`src/rtl/dma_pkg.sv`:
```
package dma_pkg;
  localparam int ADDR_W     = 32;
  localparam int BEAT_W     = 64;
  localparam int DESC_WORDS = 5;
  localparam logic [31:0] BLOCK_CODE = 32'h0000_0008;

  typedef enum logic [2:0] {E_IDLE, E_BUS, E_WR, E_FIN, E_ERR} eng_state_t;
  typedef enum logic [1:0] {C_IDLE, C_LOAD, C_RUN} chain_state_t;

  function automatic logic is_block(input logic [31:0] type_word);
    return type_word == BLOCK_CODE;
  endfunction

  function automatic logic [ADDR_W-1:0] beat_step(input logic [31:0] type_word);
    return is_block(type_word) ? ADDR_W'(8) : ADDR_W'(4);
  endfunction

  function automatic logic is_last_beat(input logic [ADDR_W-1:0] remaining,
                                        input logic [ADDR_W-1:0] step);
    return remaining <= step;
  endfunction

  function automatic logic link_is_end(input logic [31:0] link);
    return link[0];
  endfunction

  function automatic logic [ADDR_W-1:0] link_target(input logic [31:0] link);
    return {link[31:1], 1'b0};
  endfunction
endpackage

```
`src/rtl/dma_desc_loader.sv`:
```
module dma_desc_loader
  import dma_pkg::*;
#(
  parameter int WORDS = DESC_WORDS
) (
  input  logic                         clk,
  input  logic                         rst_n,
  input  logic                         load,
  input  logic [ADDR_W-1:0]            base,
  output logic                         mrd_req,
  output logic [ADDR_W-1:0]            mrd_addr,
  input  logic                         mrd_ack,
  input  logic [31:0]                  mrd_data,
  output logic                         loaded,
  output logic [WORDS-1:0][31:0]       words
);
  localparam int IDX_W = $clog2(WORDS);

  logic              active;
  logic [IDX_W-1:0]  idx;
  logic [ADDR_W-1:0] base_q;
  logic              word_taken;

  assign mrd_req    = active;
  assign mrd_addr   = base_q + (ADDR_W'(idx) << 2);
  assign word_taken = active && mrd_ack;

  always_ff @(posedge clk) begin
    if (!rst_n) begin
      active <= 1'b0;
      idx    <= '0;
      base_q <= '0;
      loaded <= 1'b0;
    end else begin
      loaded <= 1'b0;
      if (load && !active) begin
        active <= 1'b1;
        idx    <= '0;
        base_q <= base;
      end else if (word_taken) begin
        if (idx == IDX_W'(WORDS - 1)) begin
          active <= 1'b0;
          loaded <= 1'b1;
        end else begin
          idx <= idx + 1'b1;
        end
      end
    end
  end

  for (genvar g = 0; g < WORDS; g++) begin : g_word
    always_ff @(posedge clk) begin
      if (!rst_n) words[g] <= '0;
      else if (word_taken && idx == IDX_W'(g)) words[g] <= mrd_data;
    end
  end

  // a pending read keeps its address until acknowledged
  assert_fetch_hold_R2: assert property (@(posedge clk) disable iff (!rst_n)
    mrd_req && !mrd_ack |=> mrd_req && $stable(mrd_addr));

  // consecutive descriptor words are read at ascending word addresses
  assert_fetch_order_R2: assert property (@(posedge clk) disable iff (!rst_n)
    word_taken && idx != IDX_W'(WORDS - 1) |=> mrd_req && mrd_addr == $past(mrd_addr) + ADDR_W'(4));
endmodule

```
`src/rtl/dma_seg_engine.sv`:
```
module dma_seg_engine
  import dma_pkg::*;
(
  input  logic              clk,
  input  logic              rst_n,
  input  logic              run,
  input  logic [ADDR_W-1:0] src,
  input  logic [31:0]       type_word,
  input  logic [ADDR_W-1:0] dst,
  input  logic [ADDR_W-1:0] count,
  output logic              bc_req,
  output logic [ADDR_W-1:0] bc_addr,
  output logic [5:0]        bc_am,
  output logic              bc_addr_phase,
  output logic              bc_lock,
  input  logic              bc_ack,
  input  logic              bc_berr,
  input  logic [BEAT_W-1:0] bc_data,
  output logic              mw_req,
  output logic [ADDR_W-1:0] mw_addr,
  output logic [BEAT_W-1:0] mw_data,
  output logic              mw_wide,
  input  logic              mw_ack,
  output logic              seg_done,
  output logic              seg_err
);
  eng_state_t        st;
  logic [ADDR_W-1:0] src_q, dst_q, rem_q;
  logic [31:0]       type_q;
  logic              first_q;
  logic [BEAT_W-1:0] data_q;

  // named internal events
  logic              blk;
  logic [ADDR_W-1:0] step;
  logic              last_beat;
  logic              bus_fault;
  logic              beat_taken;
  logic              beat_written;

  assign blk          = is_block(type_q);
  assign step         = beat_step(type_q);
  assign last_beat    = is_last_beat(rem_q, step);
  assign bus_fault    = (st == E_BUS) && bc_berr;
  assign beat_taken   = (st == E_BUS) && bc_ack && !bc_berr;
  assign beat_written = (st == E_WR) && mw_ack;

  always_ff @(posedge clk) begin
    if (!rst_n) begin
      st      <= E_IDLE;
      src_q   <= '0;
      dst_q   <= '0;
      rem_q   <= '0;
      type_q  <= '0;
      first_q <= 1'b0;
      data_q  <= '0;
    end else begin
      unique case (st)
        E_IDLE: if (run) begin
          src_q   <= src;
          dst_q   <= dst;
          rem_q   <= count;
          type_q  <= type_word;
          first_q <= 1'b1;
          st      <= (count == '0) ? E_FIN : E_BUS;
        end
        E_BUS: begin
          if (bus_fault) begin
            st <= E_ERR;
          end else if (beat_taken) begin
            data_q  <= blk ? bc_data : {32'h0, bc_data[31:0]};
            first_q <= 1'b0;
            st      <= E_WR;
          end
        end
        E_WR: if (beat_written) begin
          if (last_beat) begin
            st <= E_FIN;
          end else begin
            src_q <= src_q + step;
            dst_q <= dst_q + step;
            rem_q <= rem_q - step;
            st    <= E_BUS;
          end
        end
        E_FIN, E_ERR: st <= E_IDLE;
        default:      st <= E_IDLE;
      endcase
    end
  end

  assign bc_req        = (st == E_BUS);
  assign bc_addr       = src_q;
  assign bc_am         = type_q[5:0];
  assign bc_addr_phase = !blk || first_q;
  assign bc_lock       = blk && (st == E_BUS || st == E_WR);
  assign mw_req        = (st == E_WR);
  assign mw_addr       = dst_q;
  assign mw_data       = data_q;
  assign mw_wide       = blk;
  assign seg_done      = (st == E_FIN);
  assign seg_err       = (st == E_ERR);

  // a pending bus cycle keeps address and type until it ends
  assert_bus_hold_R3: assert property (@(posedge clk) disable iff (!rst_n)
    bc_req && !bc_ack && !bc_berr |=> bc_req && $stable(bc_addr) && $stable(bc_am));

  // source advances by one beat size between beats
  assert_addr_step_R3: assert property (@(posedge clk) disable iff (!rst_n)
    beat_written && !last_beat |=> bc_req && bc_addr == $past(bc_addr) + $past(step));

  // later block beats keep the bus and carry no address phase
  assert_block_hold_R4: assert property (@(posedge clk) disable iff (!rst_n)
    beat_written && blk && !last_beat |=> bc_lock && !bc_addr_phase);

  // a faulted beat is never written
  assert_fault_no_write_R8: assert property (@(posedge clk) disable iff (!rst_n)
    bus_fault |=> !mw_req && seg_err);
endmodule

```
`src/rtl/chain_dma.sv`:
```
module chain_dma
  import dma_pkg::*;
(
  input  logic        clk,
  input  logic        rst_n,
  input  logic        start,
  input  logic [31:0] head_addr,
  input  logic        irq_en,
  output logic        busy,
  output logic        done,
  output logic        err,
  output logic [31:0] fail_desc,
  output logic        irq,
  output logic        mrd_req,
  output logic [31:0] mrd_addr,
  input  logic        mrd_ack,
  input  logic [31:0] mrd_data,
  output logic        bc_req,
  output logic [31:0] bc_addr,
  output logic [5:0]  bc_am,
  output logic        bc_addr_phase,
  output logic        bc_lock,
  input  logic        bc_ack,
  input  logic        bc_berr,
  input  logic [63:0] bc_data,
  output logic        mw_req,
  output logic [31:0] mw_addr,
  output logic [63:0] mw_data,
  output logic        mw_wide,
  input  logic        mw_ack
);
  chain_state_t                cst;
  logic [ADDR_W-1:0]           desc_ptr;
  logic                        load_q;
  logic                        loaded;
  logic [DESC_WORDS-1:0][31:0] words;
  logic                        seg_done, seg_err;
  logic                        chain_end;

  dma_desc_loader #(.WORDS(DESC_WORDS)) u_loader (
    .clk(clk), .rst_n(rst_n), .load(load_q), .base(desc_ptr),
    .mrd_req(mrd_req), .mrd_addr(mrd_addr), .mrd_ack(mrd_ack), .mrd_data(mrd_data),
    .loaded(loaded), .words(words)
  );

  dma_seg_engine u_engine (
    .clk(clk), .rst_n(rst_n), .run(loaded),
    .src(words[0]), .type_word(words[1]), .dst(words[2]), .count(words[3]),
    .bc_req(bc_req), .bc_addr(bc_addr), .bc_am(bc_am), .bc_addr_phase(bc_addr_phase),
    .bc_lock(bc_lock), .bc_ack(bc_ack), .bc_berr(bc_berr), .bc_data(bc_data),
    .mw_req(mw_req), .mw_addr(mw_addr), .mw_data(mw_data), .mw_wide(mw_wide),
    .mw_ack(mw_ack), .seg_done(seg_done), .seg_err(seg_err)
  );

  assign chain_end = link_is_end(words[4]);

  always_ff @(posedge clk) begin
    if (!rst_n) begin
      cst       <= C_IDLE;
      desc_ptr  <= '0;
      load_q    <= 1'b0;
      done      <= 1'b0;
      err       <= 1'b0;
      fail_desc <= '0;
      irq       <= 1'b0;
    end else begin
      load_q <= 1'b0;
      irq    <= 1'b0;
      unique case (cst)
        C_IDLE: if (start) begin
          desc_ptr <= head_addr;
          done     <= 1'b0;
          err      <= 1'b0;
          load_q   <= 1'b1;
          cst      <= C_LOAD;
        end
        C_LOAD: if (loaded) cst <= C_RUN;
        C_RUN: begin
          if (seg_err) begin
            err       <= 1'b1;
            fail_desc <= desc_ptr;
            cst       <= C_IDLE;
          end else if (seg_done) begin
            if (chain_end) begin
              done <= 1'b1;
              irq  <= irq_en;
              cst  <= C_IDLE;
            end else begin
              desc_ptr <= link_target(words[4]);
              load_q   <= 1'b1;
              cst      <= C_LOAD;
            end
          end
        end
        default: cst <= C_IDLE;
      endcase
    end
  end

  assign busy = (cst != C_IDLE);

  // a chain never finishes both successfully and with an error
  assert_flag_excl_R8: assert property (@(posedge clk) disable iff (!rst_n)
    !(done && err));

  // the interrupt is a single-cycle pulse
  assert_irq_pulse_R7: assert property (@(posedge clk) disable iff (!rst_n)
    irq |=> !irq);

  // an interrupt only accompanies successful completion
  assert_irq_done_R7: assert property (@(posedge clk) disable iff (!rst_n)
    irq |-> done && !busy);

  // no traffic once the controller is idle
  assert_idle_quiet_R6: assert property (@(posedge clk) disable iff (!rst_n)
    !busy |-> !mrd_req && !bc_req && !mw_req);
endmodule

```
`config.mk`:
```
export PLATFORM = sky130hd
export DESIGN_NAME = chain_dma
export DESIGN_NICKNAME = d
export VERILOG_FILES = /design/src/rtl/dma_pkg.sv /design/src/rtl/dma_desc_loader.sv /design/src/rtl/dma_seg_engine.sv /design/src/rtl/chain_dma.sv
export SDC_FILE = /design/constraint.sdc
export NUM_CORES = 1
export LEC_CHECK = 0
export BUFFER_PORTS_ARGS = -buffer_cell sky130_fd_sc_hd__buf_4
export CAP_MARGIN = 15
export CORE_MARGIN = 2
export CORE_UTILIZATION = 56
export DETAILED_ROUTE_END_ITERATION = 6
export PLACE_DENSITY = 0.86
export SETUP_SLACK_MARGIN = 0.3
export SLEW_MARGIN = 20
export SYNTH_ARGS = -nofsm -noshare
export SYNTH_HDL_FRONTEND = slang
export SYNTH_SLANG_ARGS = --single-unit
```
`constraint.sdc`:
```
create_clock -name clk -period 5 [get_ports clk]
set_input_delay 1 -clock clk [delete_from_list [all_inputs] [get_ports clk]]
set_output_delay 1 -clock clk [all_outputs]
set_load 0.05 [all_outputs]
```
After elaboration in Yosys (flattened, before gate mapping)
Index checks and enable logic that the tools add are counted. W data, S select, Z words.

Input port bits: 136. Register bits: 463.

Equal/unequal tests: 25. Reductions and logical operators: 42. $add $sub $neg: 5. Bitwise operators: 7. Order comparisons: 1. Mux-type cells: 52.

Operators with widths (number): $mux W32 (13); $pmux W32 S2 (4); $add A32 B32 Y32 (2); $mux W64 (1); $add A32 B5 Y32 (1); $eq A32 B4 Y1 const B (1); $le A32 B32 Y1 (1); $logic_not A32 Y1 (1); $sub A32 B32 Y32 (1); $mux W1 (17); $ne A2 B2 Y1 const B (8); $eq A3 B2 Y1 const B (4); $logic_and A1 B1 Y1 (12); $mux W2 (6); $mux W3 (4); $reduce_and A3 Y1 (4); $reduce_bool A2 Y1 (6); $reduce_and A5 Y1 (2); $pmux W3 S3 (1); $ne A2 B1 Y1 const B (4); $pmux W1 S2 (4); $reduce_and A2 Y1 (4); $reduce_and A4 Y1 (2); $not A1 Y1 (7); other kinds (16) (22).

Logic depth before layout (Yosys ltp)
Depth in word-level cells: 6. Gate-level depth with buffers: 15.

Hierarchy
From an unflattened synthesis, not the netlist that was laid out.

Cells, all modules: 2582. Area total of the unflattened synthesis: 20982.6 um2.

By module, submodules not included: dma_seg_engine (times used 1, cells each 1298, sequential area each 3923.8 um2, area an instance 9895.7 um2); dma_desc_loader (times used 1, cells each 962, sequential area each 3943.8 um2, area an instance 8096.5 um2); chain_dma (times used 1, cells each 322, sequential area each 1401.3 um2, area an instance 2990.4 um2).

Worst setup path after synthesis
OpenSTA, ideal clock, no wires.

Kind: register to register. Start point: register u_engine.type_q[4]. End point: register u_engine.rem_q[26]. Path buffers: 1. Setup time: 0.086 ns. Path slack: 0.759 ns. Clock period less this slack: 4.241 ns. Stages on the path, launching flop included: 12. Arrival: 4.154 ns. Path through: dfxtp_1 > nor4b_1 > nand4_1 > nor2_1 > inv_1 > fa_1 > clkbuf_1 > or4_1 > nor4_4 > nand3_2 > a211o_1 > a221oi_2.

Longest elaborated chain between the ends: 6.

Ends and longest elaborated chain: start, declared (line dma_seg_engine.sv:29) `logic [31:0] type_q;`; start signal, assigned (line dma_seg_engine.sv:63) `type_q <= type_word;`; $eq A32 B4 Y1 *; via mw_wide (line chain_dma.sv:29) `output logic mw_wide,`; $mux W4 * (line dma_pkg.sv:15) `return is_block(type_word) ? ADDR_W'(8) : ADDR_W'(4);`; $sub A32 B32 Y32 (line dma_seg_engine.sv:82) `rem_q <= rem_q - step;`; $mux W32 (line dma_seg_engine.sv:77) `if (last_beat) begin`; $mux W32 (line dma_seg_engine.sv:76) `E_WR: if (beat_written) begin`; $pmux W32 S2 (line dma_seg_engine.sv:58) `unique case (st)`; end signal, assigned (line dma_seg_engine.sv:62) `rem_q <= count;`; end signal, assigned (line dma_seg_engine.sv:82); end, declared (line dma_seg_engine.sv:28) `logic [ADDR_W-1:0] src_q, dst_q, rem_q;`.

The timed path passes the listed nets; every way through them passes the cells marked *. The select of a mux whose other input is x is not followed. A chain may end at the register's enable or synchronous reset.

Worst setup path after layout
Start point: register u_engine.type_q[26]. End point: register u_engine.src_q[21] (netlist: u_engine.bc_addr[21]).

Longest elaborated chain between the ends: 6.

Ends and longest elaborated chain: $eq A32 B4 Y1 * (line dma_pkg.sv:11) `return type_word == BLOCK_CODE;`; $mux W4 * (line dma_pkg.sv:15); $add A32 B32 Y32 (line dma_seg_engine.sv:80) `src_q <= src_q + step;`; $mux W32 (line dma_seg_engine.sv:77); $mux W32 (line dma_seg_engine.sv:76); $pmux W32 S2 (line dma_seg_engine.sv:58); end signal, assigned (line dma_seg_engine.sv:60) `src_q <= src;`; end signal, assigned (line dma_seg_engine.sv:80); end, declared (line dma_seg_engine.sv:28).

Mark *: on every way between the ends. The rest lies on a longest branch, timed or not. The select of a mux whose other input is x is not followed.

==> results.txt <==
Status -> finished clean
Post-cts resize count -> 0
Via density -> 6.09
Register bit total from synthesis -> 463
CTS buffer count -> 48
Slew headroom -> 24.6%
Dominant synthesized flop cell -> dfxtp_1
Worst-Margin Slew -> 1.13 ns
Clk root buf -> clkbuf_16
H-tree depth -> 2
Layout net count -> 2,967
Syn Nets -> 2,753
Power Density -> 319 nW/um2
Gate count of the mapped netlist -> 2,599
FFs w/ async S/R, synth -> 0%
Levels on crit path -> 12
Clock sink count -> 463
# Max-Cap Violations -> 0
CP arrival -> 4.78 ns
Initial antenna violation count -> 0
Input/output buffers -> 343
GP Congestion -> 0.935
Sum Neg Setup Slack -> 0 ns
Wire per inst -> 18.8 um
Leak pwr -> 8.94 nW
Critical path launch point type -> flip-flop
Core area -> 34,700 um2
Clk slew on worst S/H paths -> 0.07 ns
Final Critical Period -> 4.33 ns
Reg power frac -> 49.2%
Netlist cell types -> 69
Initial DRC Count -> 2,213
WS Path Type -> reg2reg
Longest Clk Path Bufs -> 3
Vias -> 20,119
Total grt overflow -> 0
Comb power frac -> 4.8%
Cell Chain, Critical Path -> nor4_1 > nand4_1 > nor2_1 > buf_4 > inv_1 > ha_1 > or4bb_1 > a211oi_1 > a31o_4 > buf_4 > a21oi_1 > o221a_2
Synth Cell Area -> 19,900 um2
RSZ-0062 raised after global routing -> false
Crit path max fanout -> 48
Finished Layout Cells -> 3,301
Syn_area_per_cell -> 7.64 um2
Synthesis-to-layout area growth -> 21.1%
Final hold violations -> 0
Cell mode on critical path -> buf_4
Gr usage total -> 32.1%
Fin. max-slew vios -> 0
Cell count of the worst hold path -> 2
DP HPWL -> 41,100 um
Peak VDD IR -> 0.249 mV
Die ar. -> 37,000 um2
DR DRC count -> 0
Io pins -> 344
# Post-CTS Setup Buffers -> 0
Vias in the first global route -> 18,576
Final wirelength -> 62,200 um
Hold Crit Class -> reg2reg
FF-to-FF path depth -> 12
Detailed Routing Iterations Pass 1 -> 6
P_sw -> 1.74 mW
Post-synth EDFFs -> 0
Hold-fix buffers, CTS -> 0
Die Wd -> 192 um
Largest net degree at the start of global routing -> 201
Family with the most delay on the worst path -> compound AO/OA/AOI/OAI gates
CP required -> 5.44 ns
CTS tree -> done
Final antenna diode count -> 0
Sw Share -> 22.8%
Slowest CP cell -> a31o_4
Final setup vio count -> 0
Clk pwr share -> 46.0%
Share of layout cells above drive strength 1 -> 17.3%
Int Power -> 5.92 mW
Sequential area share after synthesis -> 46.7%
Die H -> 192 um
Initial Util -> 57.2%
Synthesis Warnings -> 0
CP Capture Type -> flip-flop
Clock Latency Late Sink -> 0.57 ns
Fmax -> 231 MHz
Biggest cell delay along the critical path -> 0.63 ns
First-pass GRT wire length -> 96,300 um
Clock Skew -> 0.0302 ns
Fillcell total -> 2,707
Dpl cells -> 3,218
Cell Rows -> 68
WP buf/inv -> 3
Final Cycle Share -> 86.7%
Antenna-violating nets left -> 0
[worst paths after layout]
path                     endpoint  slack, ns           startpoint
min           u_engine.type_q[19]       0.44   u_loader.words[51]
min reg2reg   u_engine.type_q[19]       0.44   u_loader.words[51]
max reg2reg  u_engine.bc_addr[21]       0.67  u_engine.type_q[26]
max          u_engine.bc_addr[21]       0.67  u_engine.type_q[26]
[kinds of logic (layout without fill, tap and decap cells)]
| kind of cell | after synthesis | count (layout) | share of synthesized area, % |
|---|---|---|---|
| AND/OR/NAND/NOR | 1177 | 1177 | 25.1 |
| buffers and inverters | 237 | 484 | 5.01 |
| adder cells (fa/ha/maj) | 18 | 18 | 1.29 |
| multiplexers | 2 | 2 | 0.107 |
| XOR/XNOR | 30 | 30 | 1.32 |
| AO/OA/AOI/OAI | 672 | 672 | 20.5 |
| flip-flops | 463 | 463 | 46.7 |
[registers in the layout, indices dropped and copies added (netlist names), 2 cells and up]
name and cells:
u_loader.base_q 32, u_engine.rem_q 32, u_engine.bc_addr 32, desc_ptr 32
u_loader.words 160, fail_desc 32, u_engine.mw_addr 32, cst 2
u_loader.idx 3, u_engine.type_q 32, u_engine.st 3, u_engine.mw_data 64
[Yosys cell counts (12+ instances only)]
| master | n | share of area [%] |
|---|---|---|
| a21o_1 | 20 | 0.76 |
| a21oi_1 | 398 | 10 |
| a22oi_1 | 36 | 1.4 |
| a311oi_1 | 36 | 1.6 |
| a31oi_1 | 23 | 0.72 |
| and3_1 | 17 | 0.54 |
| buf_2 | 13 | 0.33 |
| clkbuf_1 | 177 | 3.3 |
| dfxtp_1 | 463 | 47 |
| ha_1 | 14 | 0.88 |
| inv_1 | 22 | 0.42 |
| nand2_1 | 798 | 15 |
| nand3_1 | 40 | 1.0 |
| nand4_1 | 38 | 1.2 |
| nor2_1 | 166 | 3.1 |
| nor3_1 | 31 | 0.78 |
| nor4_1 | 28 | 0.88 |
| o21ai_0 | 59 | 1.5 |
| o31a_1 | 12 | 0.53 |
| o32ai_1 | 17 | 0.75 |
| xnor2_1 | 18 | 0.79 |
| xor2_1 | 12 | 0.53 |
[cell usage in the layout (no fill, tap or decap), types with 4 or more instances in the layout]
cell       count
a21o_1        20
a21oi_1      398
a22o_1         5
a22oi_1       36
a311oi_1      36
a31oi_1       22
a32o_1         5
a32oi_1        4
a41oi_1       11
and2_1         8
and3_1        17
and4_1         7
buf_4        375
clkbuf_1       8
clkbuf_16     48
clkbuf_8      13
clkinv_2       8
dfxtp_1      463
fa_1           4
ha_1          14
inv_1         21
nand2_1      797
nand3_1       40
nand3b_1       5
nand4_1       38
nor2_1       162
nor3_1        30
nor4_1        26
o211ai_1       4
o21ai_0       59
o221a_1        8
o221a_2        8
o31a_1        12
o31ai_1        7
o32ai_1       17
or3_1          5
or4_1          7
xnor2_1       18
xor2_1        12
[power by group through the flow]
stage	sequential, mW	clock, mW	combinational, mW
final	3.77	3.52	0.369
after global routing	3.77	3.68	0.392
after CTS	3.77	3.53	0.363
after detailed placement	3.85	0	0.360
after floorplan	3.84	0	0.182
after global placement	3.85	0	0.355
[cell type report]
class                   instances  area, um2  share of cell area, %
multi-input cells            1899       9680                   40.2
flip-flops and latches        463       9270                   38.6
repair buffers                378       2880                   12.0
clock buffers                  69       1410                   5.87
well taps                     455        569                   2.37
clock inverters                14        141                  0.588
inverters                      23       98.8                  0.411
[per-layer routing]
metal  global-route usage [%]  part of all wire (%)  up-vias
li1                         -                     -     9359
met1                     42.9                    39     9476
met2                     52.0                    47     1100
met3                     5.20                   9.8      184
met4                     13.0                   4.1        0
met5                        0                     0        -
[through the flow]
step	instance area (um2)	hold WS [ns]	worst slack [ns]	total power [mW]	utilization, %
floorplan	19900	0.432	0.759	4.02	-
global placement	22500	0.442	0.942	4.20	64.7
detailed placement	22500	0.443	0.803	4.21	64.7
CTS	24000	0.436	0.722	7.66	69.2
global route	24000	0.466	0.495	7.85	69.3
finish	24000	0.437	0.666	7.66	69.3
[worst register-to-register path: stages, from the launching register on]
cell and delay, ns:
dfxtp_1 0.32, nor4_1 0.35, nand4_1 0.35, nor2_1 0.18
buf_4 0.19, inv_1 0.14, ha_1 0.32, or4bb_1 0.48
a211oi_1 0.57, a31o_4 0.63, buf_4 0.35, a21oi_1 0.08
o221a_2 0.27
Note: power is estimated with default switching activity, not from simulation.
